### src/rtl/tmr_chan_pkg.sv
package tmr_chan_pkg;
  typedef enum logic [1:0] {
    MODE_CAPT = 2'b00,
    MODE_CMP  = 2'b01,
    MODE_EPWM = 2'b10,
    MODE_CPWM = 2'b11
  } tmr_mode_e;

  localparam logic [1:0] ACT_NONE   = 2'b00;
  localparam logic [1:0] ACT_TOGGLE = 2'b01;
  localparam logic [1:0] ACT_LOW    = 2'b10;
  localparam logic [1:0] ACT_HIGH   = 2'b11;
endpackage

### src/rtl/tmr_edge_sync.sv
module tmr_edge_sync #(
  parameter int STAGES = 2
) (
  input  logic       clk,
  input  logic       rst,
  input  logic       din,
  input  logic       en,
  input  logic [1:0] sel,
  output logic       edge_hit
);
  localparam int LAST = STAGES - 1;

  // sh[0] is the first synchronizer stage; sh[STAGES] holds the previous synced value
  logic [STAGES:0] sh;
  logic            rise, fall;

  always_ff @(posedge clk) begin
    if (rst) sh <= '0;
    else     sh <= {sh[STAGES-1:0], din};
  end

  assign rise     = sh[LAST] & ~sh[STAGES];
  assign fall     = ~sh[LAST] & sh[STAGES];
  assign edge_hit = en & ((sel[0] & rise) | (sel[1] & fall));

  assert_off_quiet_R1: assert property (@(posedge clk) disable iff (rst)
    (sel == 2'b00) |-> !edge_hit);
  assert_edge_source_R1: assert property (@(posedge clk) disable iff (rst)
    edge_hit |-> (sh[LAST] != sh[STAGES]));
endmodule

### src/rtl/tmr_flag_ctl.sv
module tmr_flag_ctl (
  input  logic clk,
  input  logic rst,
  input  logic set_evt,
  input  logic rd,
  input  logic wr0,
  output logic flag
);
  logic armed;

  always_ff @(posedge clk) begin
    if (rst) begin
      flag  <= 1'b0;
      armed <= 1'b0;
    end else begin
      if (set_evt)            flag <= 1'b1;
      else if (wr0 && armed)  flag <= 1'b0;
      if (wr0)                armed <= 1'b0;
      else if (rd && flag)    armed <= 1'b1;
    end
  end

  assert_set_wins_R7: assert property (@(posedge clk) disable iff (rst)
    set_evt |=> flag);
  assert_unarmed_write_R7: assert property (@(posedge clk) disable iff (rst)
    (flag && wr0 && !armed) |=> flag);
  assert_two_step_R7: assert property (@(posedge clk) disable iff (rst)
    (wr0 && armed && !set_evt) |=> !flag);
endmodule

### src/rtl/tmr_pin_ctl.sv
module tmr_pin_ctl
  import tmr_chan_pkg::*;
(
  input  logic      clk,
  input  logic      rst,
  input  tmr_mode_e mode,
  input  logic [1:0] sel,
  input  logic      match,
  input  logic      cnt_down,
  input  logic      cnt_ovf,
  output logic      pin
);
  always_ff @(posedge clk) begin
    if (rst) begin
      pin <= 1'b0;
    end else begin
      unique case (mode)
        MODE_CMP: begin
          if (match) begin
            case (sel)
              ACT_TOGGLE: pin <= ~pin;
              ACT_LOW:    pin <= 1'b0;
              ACT_HIGH:   pin <= 1'b1;
              default:    pin <= pin;
            endcase
          end
        end
        MODE_EPWM: begin
          if (cnt_ovf)    pin <= ~sel[0];
          else if (match) pin <= sel[0];
        end
        MODE_CPWM: begin
          if (match) pin <= cnt_down ? ~sel[0] : sel[0];
        end
        default: pin <= pin;
      endcase
    end
  end

  assert_cmp_idle_R4: assert property (@(posedge clk) disable iff (rst)
    (mode == MODE_CMP && (!match || sel == ACT_NONE)) |=> (pin == $past(pin)));
  assert_epwm_ovf_R5: assert property (@(posedge clk) disable iff (rst)
    (mode == MODE_EPWM && cnt_ovf) |=> (pin == !$past(sel[0])));
  assert_cpwm_up_R6: assert property (@(posedge clk) disable iff (rst)
    (mode == MODE_CPWM && match && !cnt_down) |=> (pin == $past(sel[0])));
endmodule

### src/rtl/tmr_chan.sv
module tmr_chan
  import tmr_chan_pkg::*;
#(
  parameter int CW          = 16,
  parameter int SYNC_STAGES = 2
) (
  input  logic          clk,
  input  logic          rst,
  input  logic [CW-1:0] cnt_val,
  input  logic          cnt_down,
  input  logic          cnt_ovf,
  input  logic [1:0]    mode,
  input  logic [1:0]    sel,
  input  logic          val_wr,
  input  logic [CW-1:0] val_wdata,
  input  logic          flag_rd,
  input  logic          flag_wr0,
  input  logic          pin_in,
  output logic          pin_out,
  output logic          flag,
  output logic [CW-1:0] ch_val
);
  tmr_mode_e mode_e;
  logic      capt_en, cap_hit, match, set_evt;

  assign mode_e  = tmr_mode_e'(mode);
  assign capt_en = (mode_e == MODE_CAPT);
  assign match   = !capt_en && (cnt_val == ch_val);
  assign set_evt = cap_hit | match;

  tmr_edge_sync #(.STAGES(SYNC_STAGES)) u_sync (
    .clk(clk), .rst(rst), .din(pin_in), .en(capt_en), .sel(sel), .edge_hit(cap_hit)
  );

  always_ff @(posedge clk) begin
    if (rst)         ch_val <= '0;
    else if (cap_hit) ch_val <= cnt_val;
    else if (val_wr)  ch_val <= val_wdata;
  end

  tmr_flag_ctl u_flag (
    .clk(clk), .rst(rst), .set_evt(set_evt), .rd(flag_rd), .wr0(flag_wr0), .flag(flag)
  );

  tmr_pin_ctl u_pin (
    .clk(clk), .rst(rst), .mode(mode_e), .sel(sel), .match(match),
    .cnt_down(cnt_down), .cnt_ovf(cnt_ovf), .pin(pin_out)
  );

  assert_capture_R2: assert property (@(posedge clk) disable iff (rst)
    cap_hit |=> (ch_val == $past(cnt_val)));
  assert_match_flag_R3: assert property (@(posedge clk) disable iff (rst)
    (!capt_en && cnt_val == ch_val) |=> flag);
  assert_load_R9: assert property (@(posedge clk) disable iff (rst)
    (val_wr && !cap_hit) |=> (ch_val == $past(val_wdata)));
endmodule

### config.mk
export PLATFORM = sky130hd
export DESIGN_NAME = tmr_chan
export DESIGN_NICKNAME = d
export VERILOG_FILES = /design/src/rtl/tmr_chan_pkg.sv /design/src/rtl/tmr_edge_sync.sv /design/src/rtl/tmr_flag_ctl.sv /design/src/rtl/tmr_pin_ctl.sv /design/src/rtl/tmr_chan.sv
export SDC_FILE = /design/constraint.sdc
export NUM_CORES = 1
export LEC_CHECK = 0
export ABC_AREA = 0
export BUFFER_PORTS_ARGS = -buffer_cell sky130_fd_sc_hd__buf_2
export CAP_MARGIN = 10
export CELL_PAD_IN_SITES_DETAIL_PLACEMENT = 1
export CELL_PAD_IN_SITES_GLOBAL_PLACEMENT = 1
export CORE_AREA = 10 10 73 75
export CTS_BUF_LIST = sky130_fd_sc_hd__clkbuf_4
export CTS_CLUSTER_SIZE = 40
export DETAILED_ROUTE_END_ITERATION = 8
export DIE_AREA = 0 0 83 85
export PLACE_DENSITY = 0.77
export SLEW_MARGIN = 0
export SYNTH_ARGS = -nofsm -noshare
export SYNTH_HDL_FRONTEND = slang
export SYNTH_SLANG_ARGS = --single-unit
### constraint.sdc
create_clock -name clk -period 1.5 [get_ports clk]
set_input_delay 0.3 -clock clk [delete_from_list [all_inputs] [get_ports clk]]
set_output_delay 0.3 -clock clk [all_outputs]
set_load 0.05 [all_outputs]
==> flow_summary.toml, run 1 <==
[sta]
fin_crit_ns = 1.50
tns_ns = -0.000310
tightest_slew_ns = 0.265
finalHoldViolCount = 0
worst_slack_ns = -0.000310
setup_viol = 1
max_slew_margin_pct = 82.2
report.final.slew_viol_count = 0
max_freq_ghz = 0.667
min_period_over_period_pct = 100
rsz0062_at_grt = "true"
fin_skew_ns = 0.00361

[drt]
drt_iter0_drc = 40
drt-total-wl_um = 4550
dr.pass1.iters = 4
detail_route.wl_per_cell_um = 17.2
drc = 0
num_vias = 1279
vias_per_cell = 4.83
ant_nets = 0

[power_and_ir_drop]
ir_drop_mv = 0.471
leakagePower_nw = 0.892
cellPowerDensity_nw_per_um2 = 835
power_w = 0.00156

[flow_run]
cap_violations = 0

[critical_path]
crit_path_end_kind = "register"
max_stage_delay_ns = 0.38
reg2regPathDepth = 5
path_cells = "xnor2_2, nand4_1, nor4_2, o21ai_1, mux2_1"
r2r-end = "u_pin.pin"
critPathSlowestCell = "dfxtp_4"
crit_start = "ch_val[3]"
rrSetupSlack_ns = -0.0003
r2r_start = "ch_val[3]"
cp-start-kind = "register"
worstPathArrival_ns = 1.73
worstPathRequired_ns = 1.73
worstPathMaxFanout = 3
crit_type = "register to register"
cp-endpoint = "u_pin.pin"

[clock_network]
cts_hold_buf = 0
cts-root-buf = "clkbuf_4"
cts-htree-levels = 1
path_clk_slew_ns = 0.13
cts_tree = "done"
clock_path_buffers = 2
clock_latency_ns = 0.32
cts.sinks = 22
cts_made_buffers = 3

[logic_synthesis]
yosysWarnings = 0
synth_cell_types = 22
postSynthCellCount = 141
synth_area_um2 = 1190
avgSynthCellArea_um2 = 8.45
ys_ff_latch = 22
ys_seq_area_share_pct = 37.0
synth_nets = 185

[floorplanning]
dieArea_um2 = 7060
initial_utilization_pct = 30.4
ios = 62
die_h_um = 85
design.core.area_um2 = 3910
die_w_um = 83
row_count = 23

[finish]
drive_above_1_share_pct = 50.2
n_antenna_cell = 0
layout.nets = 260
area_growth_pct = 57.0
fillers = 486

[placed_design]
dp_slack_ns = -0.178
gp_congestion = 0.749
port_buffers = 61
place_hpwl_um = 3260

[global_routing]
grt-ovfl-total = 0
grt_pass1_wl_um = 6720
grt_pass1_vias = 1427
grt_max_degree = 34
grtUsageTotal_pct = 11.3
antenna_found_initial = 0

[status]
status = "finished, violations left"
violations = "negative setup slack"

[min_path]
holdCritPathClass = "input pin to register"
critical path, delay by kind of cell, from the launching register on:
kind | cells | cell delay [ns]
and+or+nand+nor | 2 | 0.42
DFF | 1 | 0.38
muxes | 1 | 0.31
xor gates and xnor gates | 1 | 0.19
AOI/OAI and AO/OA | 1 | 0.10
where the power goes:
group / total (W) / switching [W] / internal [W]
logic: 0.000450 / 0.000259 / 0.000191
registers: 0.000644 / 0.0000309 / 0.000613
clock network: 0.000469 / 0.000199 / 0.000270
total: 0.00156 / 0.000489 / 0.00107
cell type report:
class	count	area (µm²)	area share, %
tap	50	62.6	3.34
timing repair buffer	77	498	26.6
sequential	22	488	26.1
multi-input combinational	111	766	40.9
clock buffer	3	22.5	1.20
inverter	1	3.75	0.201
clock inverter	1	30.0	1.61
state kept, by name (all words and copies together) (netlist names):
name	flops
u_flag.armed	1
u_flag.flag	1
u_pin.pin	1
u_sync.sh	3
ch_val	16
cell usage in the layout, fill, tap and decap left out, drive strengths merged:
cell type  count
clkbuf         5
inv            1
dfxtp         22
nand3b         2
buf           75
mux2           2
bufinv         1
nand2          2
xnor2         16
nor4           1
nor3           2
a21oi         22
mux2i         17
nand4          4
o21ai          3
nor2          33
a31oi          1
a211oi         1
nor2b          5
per-stage QoR:
stage | area (µm²) | utilization, % | instances | hold slack, ns
after detailed placement | 1680 | 43.0 | 256 | 0.432
final | 1870 | 47.8 | 265 | 0.132
after global routing | 1870 | 47.8 | 265 | 0.107
after floorplan | 1240 | - | 141 | 0.372
after CTS | 1780 | 45.5 | 262 | 0.133
after global placement | 1680 | 43.0 | 256 | 0.417
cell families (layout without fill, tap and decap cells):
| kind of cell | Yosys count | count (layout) | synth area share, % |
|---|---|---|---|
| and+or+nand+nor | 49 | 49 | 18.9 |
| AOI/OAI and AO/OA | 27 | 27 | 12.1 |
| DFF | 22 | 22 | 37.0 |
| muxes | 19 | 19 | 16.2 |
| xor gates and xnor gates | 16 | 16 | 12.4 |
| buffers and inverters | 8 | 82 | 3.47 |
timing repair:
item / 4_1_cts / 5_1_grt
pin swaps: 5 / 1
cloned: 0 / 2
buffers inserted: 2 / 1
endpoints found under the setup margin: 2 / 3
resized for setup: 4 / 3
Yosys cell counts, drive strengths merged:
master / instances / area share, %
nor4: 1 / 1.1
nor3: 2 / 0.84
nor2b: 5 / 2.6
xnor2: 16 / 12
clkbuf: 2 / 0.63
nand4: 4 / 2.1
o21ai: 3 / 1.3
dfxtp: 22 / 37
nand2: 2 / 0.63
a31oi: 1 / 0.53
nor2: 33 / 10
a21oi: 22 / 9.2
mux2i: 17 / 14
a211oi: 1 / 1.1
inv: 1 / 0.31
mux2: 2 / 1.9
nand3b: 2 / 1.3
buf: 5 / 2.5
how the worst min path moves through the flow:
| stage | start | endpoint | cells past startpoint |
|---|---|---|---|
| after floorplan | rst | u_sync.sh[2] | 1 |
| after global placement | u_sync.sh[0] | u_sync.sh[1] | 1 |
| after detailed placement | u_sync.sh[0] | u_sync.sh[1] | 1 |
| after CTS | flag_wr0 | u_flag.armed | 2 |
| after global routing | flag_wr0 | u_flag.armed | 2 |
| final | flag_wr0 | u_flag.armed | 2 |
routing by layer:
metal / share of wire, % / track usage (%) / wire [µm] / vias up
li1: - / - / - / 629
met1: 41 / 12.6 / 1880 / 596
met2: 50 / 19.8 / 2270 / 47
met3: 6.9 / 3.73 / 312 / 7
met4: 1.8 / 3.87 / 84 / 0
met5: 0 / 0 / 0 / -
(Power assumes the default switching activity.)
==> inputs of run 2 (changes only) <==
--- a/config.mk
+++ b/config.mk
@@ -11,7 +11,6 @@
 export CELL_PAD_IN_SITES_DETAIL_PLACEMENT = 1
 export CELL_PAD_IN_SITES_GLOBAL_PLACEMENT = 1
 export CORE_AREA = 10 10 73 75
-export CTS_BUF_LIST = sky130_fd_sc_hd__clkbuf_4
 export CTS_CLUSTER_SIZE = 40
 export DETAILED_ROUTE_END_ITERATION = 8
 export DIE_AREA = 0 0 83 85
==> run 2 against run 1 <==
  * Count of clock-buffer cells in the layout is 1 higher
  * Sequential power hardly changed
  * Critical path type unchanged
  * Via count is 3.4% lower
  * Highest routed layer unchanged
  * The flow still finishes with violations (negative setup slack)
==> flow_summary.toml, run 2 (same netlist as run 1, synthesis figures left out) <==
[status]
status = "finished, violations left"
violations = "negative setup slack"

[placed_design]
placed_area_um2 = 1680
port_buffers = 61
place_hpwl_um = 3260
gp_congestion = 0.749
dp_slack_ns = -0.178

[finish]
final_cell_mix = "buf_2, nor2_1, a21oi_1"
final_common_cell = "buf_2"
reg_top3 = "ch_val: 16 flops, u_sync.sh: 3 flops"
post-route-cell-area_um2 = 1820
layout.nets = 258
regMostFlops = "ch_val"
largest_register_ffs = 16
n_antenna_cell = 0
drive_above_1_share_pct = 48.4
fillers = 486
area_growth_pct = 52.8

[clock_network]
cts-root-buf = "clkbuf_8"
cts_made_buffers = 3
path_clk_slew_ns = 0.08
cts_hold_buf = 0
cts_tree = "done"
clock_path_buffers = 2
cts.sinks = 22
cts-htree-levels = 1
clock_latency_ns = 0.27

[global_routing]
grt_pass1_wl_um = 6720
grt-ovfl-total = 0
grt_max_degree = 34
grtUsageTotal_pct = 11.4
grt_pass1_vias = 1426
antenna_found_initial = 0

[critical_path]
crit_type = "register to register"
worstPathArrival_ns = 1.68
crit_path_end_kind = "register"
cp-start-kind = "register"
worstPathMaxFanout = 3
worstPathRequired_ns = 1.66

[sta]
rsz0062_at_grt = "true"
tightest_slew_ns = 0.302
report.final.slew_viol_count = 0
fin_skew_ns = 0.00500
min_period_over_period_pct = 102
worst_slack_ns = -0.0272
fin_crit_ns = 1.53
finalHoldViolCount = 0
setup_viol = 1
max_slew_margin_pct = 79.7
whs_ns = 0.203
max_freq_ghz = 0.655

[power_and_ir_drop]
power_w = 0.00157
cellPowerDensity_nw_per_um2 = 861
ir_drop_mv = 0.428
leakagePower_nw = 0.868

[floorplanning]
row_count = 23
ios = 62
die_h_um = 85
dieArea_um2 = 7060
initial_utilization_pct = 30.4
design.core.area_um2 = 3910
die_w_um = 83

[drt]
drc = 0
vias_per_cell = 4.70
drt_iter0_drc = 20
dr.pass1.iters = 3
ant_nets = 0
detail_route.wl_per_cell_um = 15.8
num_vias = 1235
drt-total-wl_um = 4150

[min_path]
holdCritPathClass = "input pin to register"

[flow_run]
cap_violations = 0
run 2: changes by cell type in the layout (fill, tap and decap cells not counted), sizes merged:
cell    before  now
buf         75   74
bufinv       1    0
run 2: per-layer routing:
| metal | global-route usage (%) | vias to the layer above | routed length [µm] |
|---|---|---|---|
| met5 | 0 | - | 0 |
| met4 | 3.87 | 0 | 47 |
| met3 | 4.02 | 5 | 285 |
| met2 | 19.8 | 41 | 2030 |
| met1 | 12.6 | 568 | 1790 |
| li1 | - | 621 | - |
run 2: what timing repair did:
item / 4_1_cts / 5_1_grt
cloned: 0 / 1
buffers inserted: 1 / 1
endpoints found under the setup margin: 2 / 3
gates resized for setup: 4 / 0
pin swaps: 8 / 3
run 2: power breakdown:
group / internal, W / total [W] / switching [W]
registers: 0.000612 / 0.000641 / 0.0000291
clock network: 0.000290 / 0.000496 / 0.000206
logic: 0.000182 / 0.000431 / 0.000249
total: 0.00108 / 0.00157 / 0.000484
run 2: critical path: stages (launching register included):
cell and delay, ns:
dfxtp_4 0.37, xnor2_2 0.15, nand4_1 0.15, nor4_2 0.35, o21ai_1 0.10, mux2_1 0.31
run 2: layout make-up:
class | instances | area [µm²] | area share [%]
Timing Repair Buffer | 75 | 453 | 24.9
Multi-Input combinational cell | 111 | 747 | 41.0
Sequential cell | 22 | 488 | 26.8
Clock buffer | 4 | 66.3 | 3.64
Inverter | 1 | 3.75 | 0.206
Tap cell | 50 | 62.6 | 3.44
run 2: worst paths after layout:
check / start / to / slack (ns) / cells after the start
min reg2reg: u_sync.sh[0] / u_sync.sh[1] / 0.44 / 1
min: flag_wr0 / u_flag.armed / 0.20 / 2
max reg2reg: ch_val[6] / u_pin.pin / -0.03 / 5
max: ch_val[6] / u_pin.pin / -0.03 / 5
run 2: stage by stage:
step                      std cells  util, %  setup TNS [ns]
after CTS                       261     45.7        -0.00296
final                           263     46.5         -0.0272
after global placement          256     43.0          -0.180
after floorplan                 141        -               0
after global routing            263     46.5          -0.120
after detailed placement        256     43.0          -0.259
==> inputs of run 3 (changes only) <==
--- a/config.mk
+++ b/config.mk
@@ -5,15 +5,15 @@
 export SDC_FILE = /design/constraint.sdc
 export NUM_CORES = 1
 export LEC_CHECK = 0
-export ABC_AREA = 0
+export ABC_AREA = 1
 export BUFFER_PORTS_ARGS = -buffer_cell sky130_fd_sc_hd__buf_2
 export CAP_MARGIN = 10
 export CELL_PAD_IN_SITES_DETAIL_PLACEMENT = 1
 export CELL_PAD_IN_SITES_GLOBAL_PLACEMENT = 1
-export CORE_AREA = 10 10 73 75
+export CORE_AREA = 10 10 78 80
 export CTS_CLUSTER_SIZE = 40
 export DETAILED_ROUTE_END_ITERATION = 8
-export DIE_AREA = 0 0 83 85
+export DIE_AREA = 0 0 88 90
 export PLACE_DENSITY = 0.77
 export SLEW_MARGIN = 0
 export SYNTH_ARGS = -nofsm -noshare
==> run 3 against run 2 <==
  * The run now ends clean
  * Critical path depth is the same
  * Via count grew 20%
  * Non-clock buffer count shrank 12
  * Cell count grew 22%
  * Largest power group unchanged
  * Highest routed layer unchanged
==> flow_summary.toml, run 3 <==
[global_routing]
grt_max_degree = 33
met2_usage_pct = 18.8
grt-ovfl-total = 0
grtUsageTotal_pct = 11.2
antenna_found_initial = 0
grt_pass1_wl_um = 7220
met3_usage_pct = 2.35
grt_pass1_vias = 1596
grt_use_met1_pct = 12.6
top_usage_layer = "met2"

[finish]
layout.nets = 312
regMostFlops = "ch_val"
area_growth_pct = 29.6
largest_register_ffs = 16
fin_util_pct = 38.6
fillers = 627
final_cell_mix = "buf_2, nand2_1, nor2_1"
n_antenna_cell = 0
reg_top3 = "ch_val: 16 flops, u_sync.sh: 3 flops"
final_common_cell = "buf_2"
drive_above_1_share_pct = 30.7

[drt]
drt_iter0_drc = 49
ant_nets = 0
drt-total-wl_um = 4380
drc = 0
detail_route.wl_per_cell_um = 13.6
num_vias = 1488
dr.pass1.iters = 4
vias_per_cell = 4.64

[logic_synthesis]
ys_seq_area_share_pct = 32.2
synth_top_family_by_area = "simple AND/OR/NAND/NOR gates"
synth_most_common_cell = "nand2_1"
synth_fa_ha_area_share_pct = 0
synth_mux_area_share_pct = 0
yosys_most_used_dff = "dfxtp_1"
synth-edff-count = 0
ys_ff_latch = 22
synth_cell_types = 23
synth_nets = 252
synth_area_um2 = 1370
avgSynthCellArea_um2 = 6.57
synth-xor-area-share_pct = 3.20
yosys.area.top_type = "dfxtp_1"
synth_top_area_share_pct = 32.2
yosys.area_share.simple_pct = 31.9
postSynthCellCount = 208
synth-compound-area-share_pct = 20.0
yosys-top-cells-count = "nand2_1, nor2_1, inv_1"
async_flop_share_pct = 0
synth.area.top_cells = "dfxtp_1, nand2_1, nor2_1"
yosysWarnings = 0

[placed_design]
gp_congestion = 0.766
place_hpwl_um = 3470
port_buffers = 61

[sta]
min_period_over_period_pct = 86.8
finalHoldViolCount = 0
max_slew_margin_pct = 69.8
setup_viol = 0
fin_skew_ns = 0.00441
tightest_slew_ns = 0.453
report.final.slew_viol_count = 0
tns_ns = 0
fin_crit_ns = 1.30
rsz0062_at_grt = "false"
max_freq_ghz = 0.768

[critical_path]
path_cells = "a21oi_2, nor2_8, inv_4, nand3_1, a31oi_1"
worstPathRequired_ns = 1.70
worstPathArrival_ns = 1.51
cp_num_buf_inv = 1
crit_type = "register to register"
max_stage_delay_ns = 0.34
crit_family = "compound AO/OA/AOI/OAI gates"
cp-start-kind = "register"
rrSetupSlack_ns = 0.20
worstPathMaxFanout = 32
crit_path_end_kind = "register"
critPathSlowestCell = "dfxtp_1"

[clock_network]
cts-htree-levels = 1
cts_hold_buf = 0
path_clk_slew_ns = 0.09
cts_made_buffers = 3
cts-root-buf = "clkbuf_8"
cts.sinks = 22
postCtsSetupBuffers = 0
clock_latency_ns = 0.27
cts_tree = "done"
cts_resized = 0
clock_path_buffers = 2

[floorplanning]
ios = 62
row_count = 25
initial_utilization_pct = 29.7
design.core.area_um2 = 4600
die_h_um = 90
die_w_um = 88
dieArea_um2 = 7920

[power_and_ir_drop]
leakagePower_nw = 0.912
cellPowerDensity_nw_per_um2 = 916
ir_drop_mv = 0.378

[status]
status = "finished, final reports clean"

[flow_run]
cap_violations = 0

[min_path]
holdCritPathClass = "input pin to register"
## run 3: cell types whose count changed after synthesis, moves of 5 or more
cell | previous run | this run
mux2i_1 | 17 | 0
nor2b_1 | 5 | 0
nand3_1 | 0 | 17
a211oi_2 | 1 | 9
a31oi_1 | 1 | 7
a21oi_1 | 22 | 13
inv_1 | 1 | 29
xnor2_1 | 15 | 5
nand2_1 | 2 | 48
## run 3: metal layers
layer	wire, µm	vias up
met5	0	-
met4	129	0
met3	231	9
met2	2220	34
met1	1790	666
li1	-	779
## run 3: final timing paths
| check | start | endpoint | depth (start not counted) |
|---|---|---|---|
| worst max-delay path | u_sync.sh[2] | ch_val[15] | 5 |
| worst min register to register | u_sync.sh[0] | u_sync.sh[1] | 2 |
| worst min-delay path | pin_in | u_sync.sh[0] | 3 |
| worst max register to register | u_sync.sh[2] | ch_val[15] | 5 |
## run 3: logic make-up (layout without fill, tap and decap cells)
logic type | after synthesis | in the layout
buffers and inverters | 39 | 98
AOI/OAI and AO/OA | 37 | 37
DFF | 22 | 22
and+or+nand+nor | 105 | 105
xor gates and xnor gates | 5 | 5
## run 3: cell type report
class | count | area, µm² | area share [%]
inverter | 31 | 119 | 6.70
tap | 54 | 67.6 | 3.81
sequential | 22 | 440 | 24.8
clock inverter | 1 | 30.0 | 1.69
timing repair buffer | 63 | 320 | 18.1
multi-input combinational | 147 | 754 | 42.6
clock buffer | 3 | 41.3 | 2.33
## run 3: worst reg2reg max path: cells and delay by family (launching register included)
kind / cells / cell delay [ns]
AO/OA/AOI/OAI: 2 / 0.43
flip-flops: 1 / 0.34
buffers and inverters: 1 / 0.27
AND/OR/NAND/NOR: 2 / 0.20
## run 3: per-stage QoR
step	hold WS (ns)	setup WS, ns	power, W	cell area, µm²	std cells
detailed placement	0.403	0.0993	0.00107	1700	317
finish	0.223	0.198	0.00162	1770	321
floorplan	0.388	0.0332	0.000929	1370	208
global placement	0.394	0.142	0.00106	1700	317
global route	0.235	0.0345	0.00173	1770	321
CTS	0.219	0.180	0.00165	1770	321
## run 3: where the power goes
group | switching [W] | total, W | leakage (nW) | internal, W
Sequential | 0.0000271 | 0.000645 | 0.181 | 0.000618
Combinational | 0.000267 | 0.000407 | 0.695 | 0.000139
Clock | 0.000216 | 0.000573 | 0.0357 | 0.000357
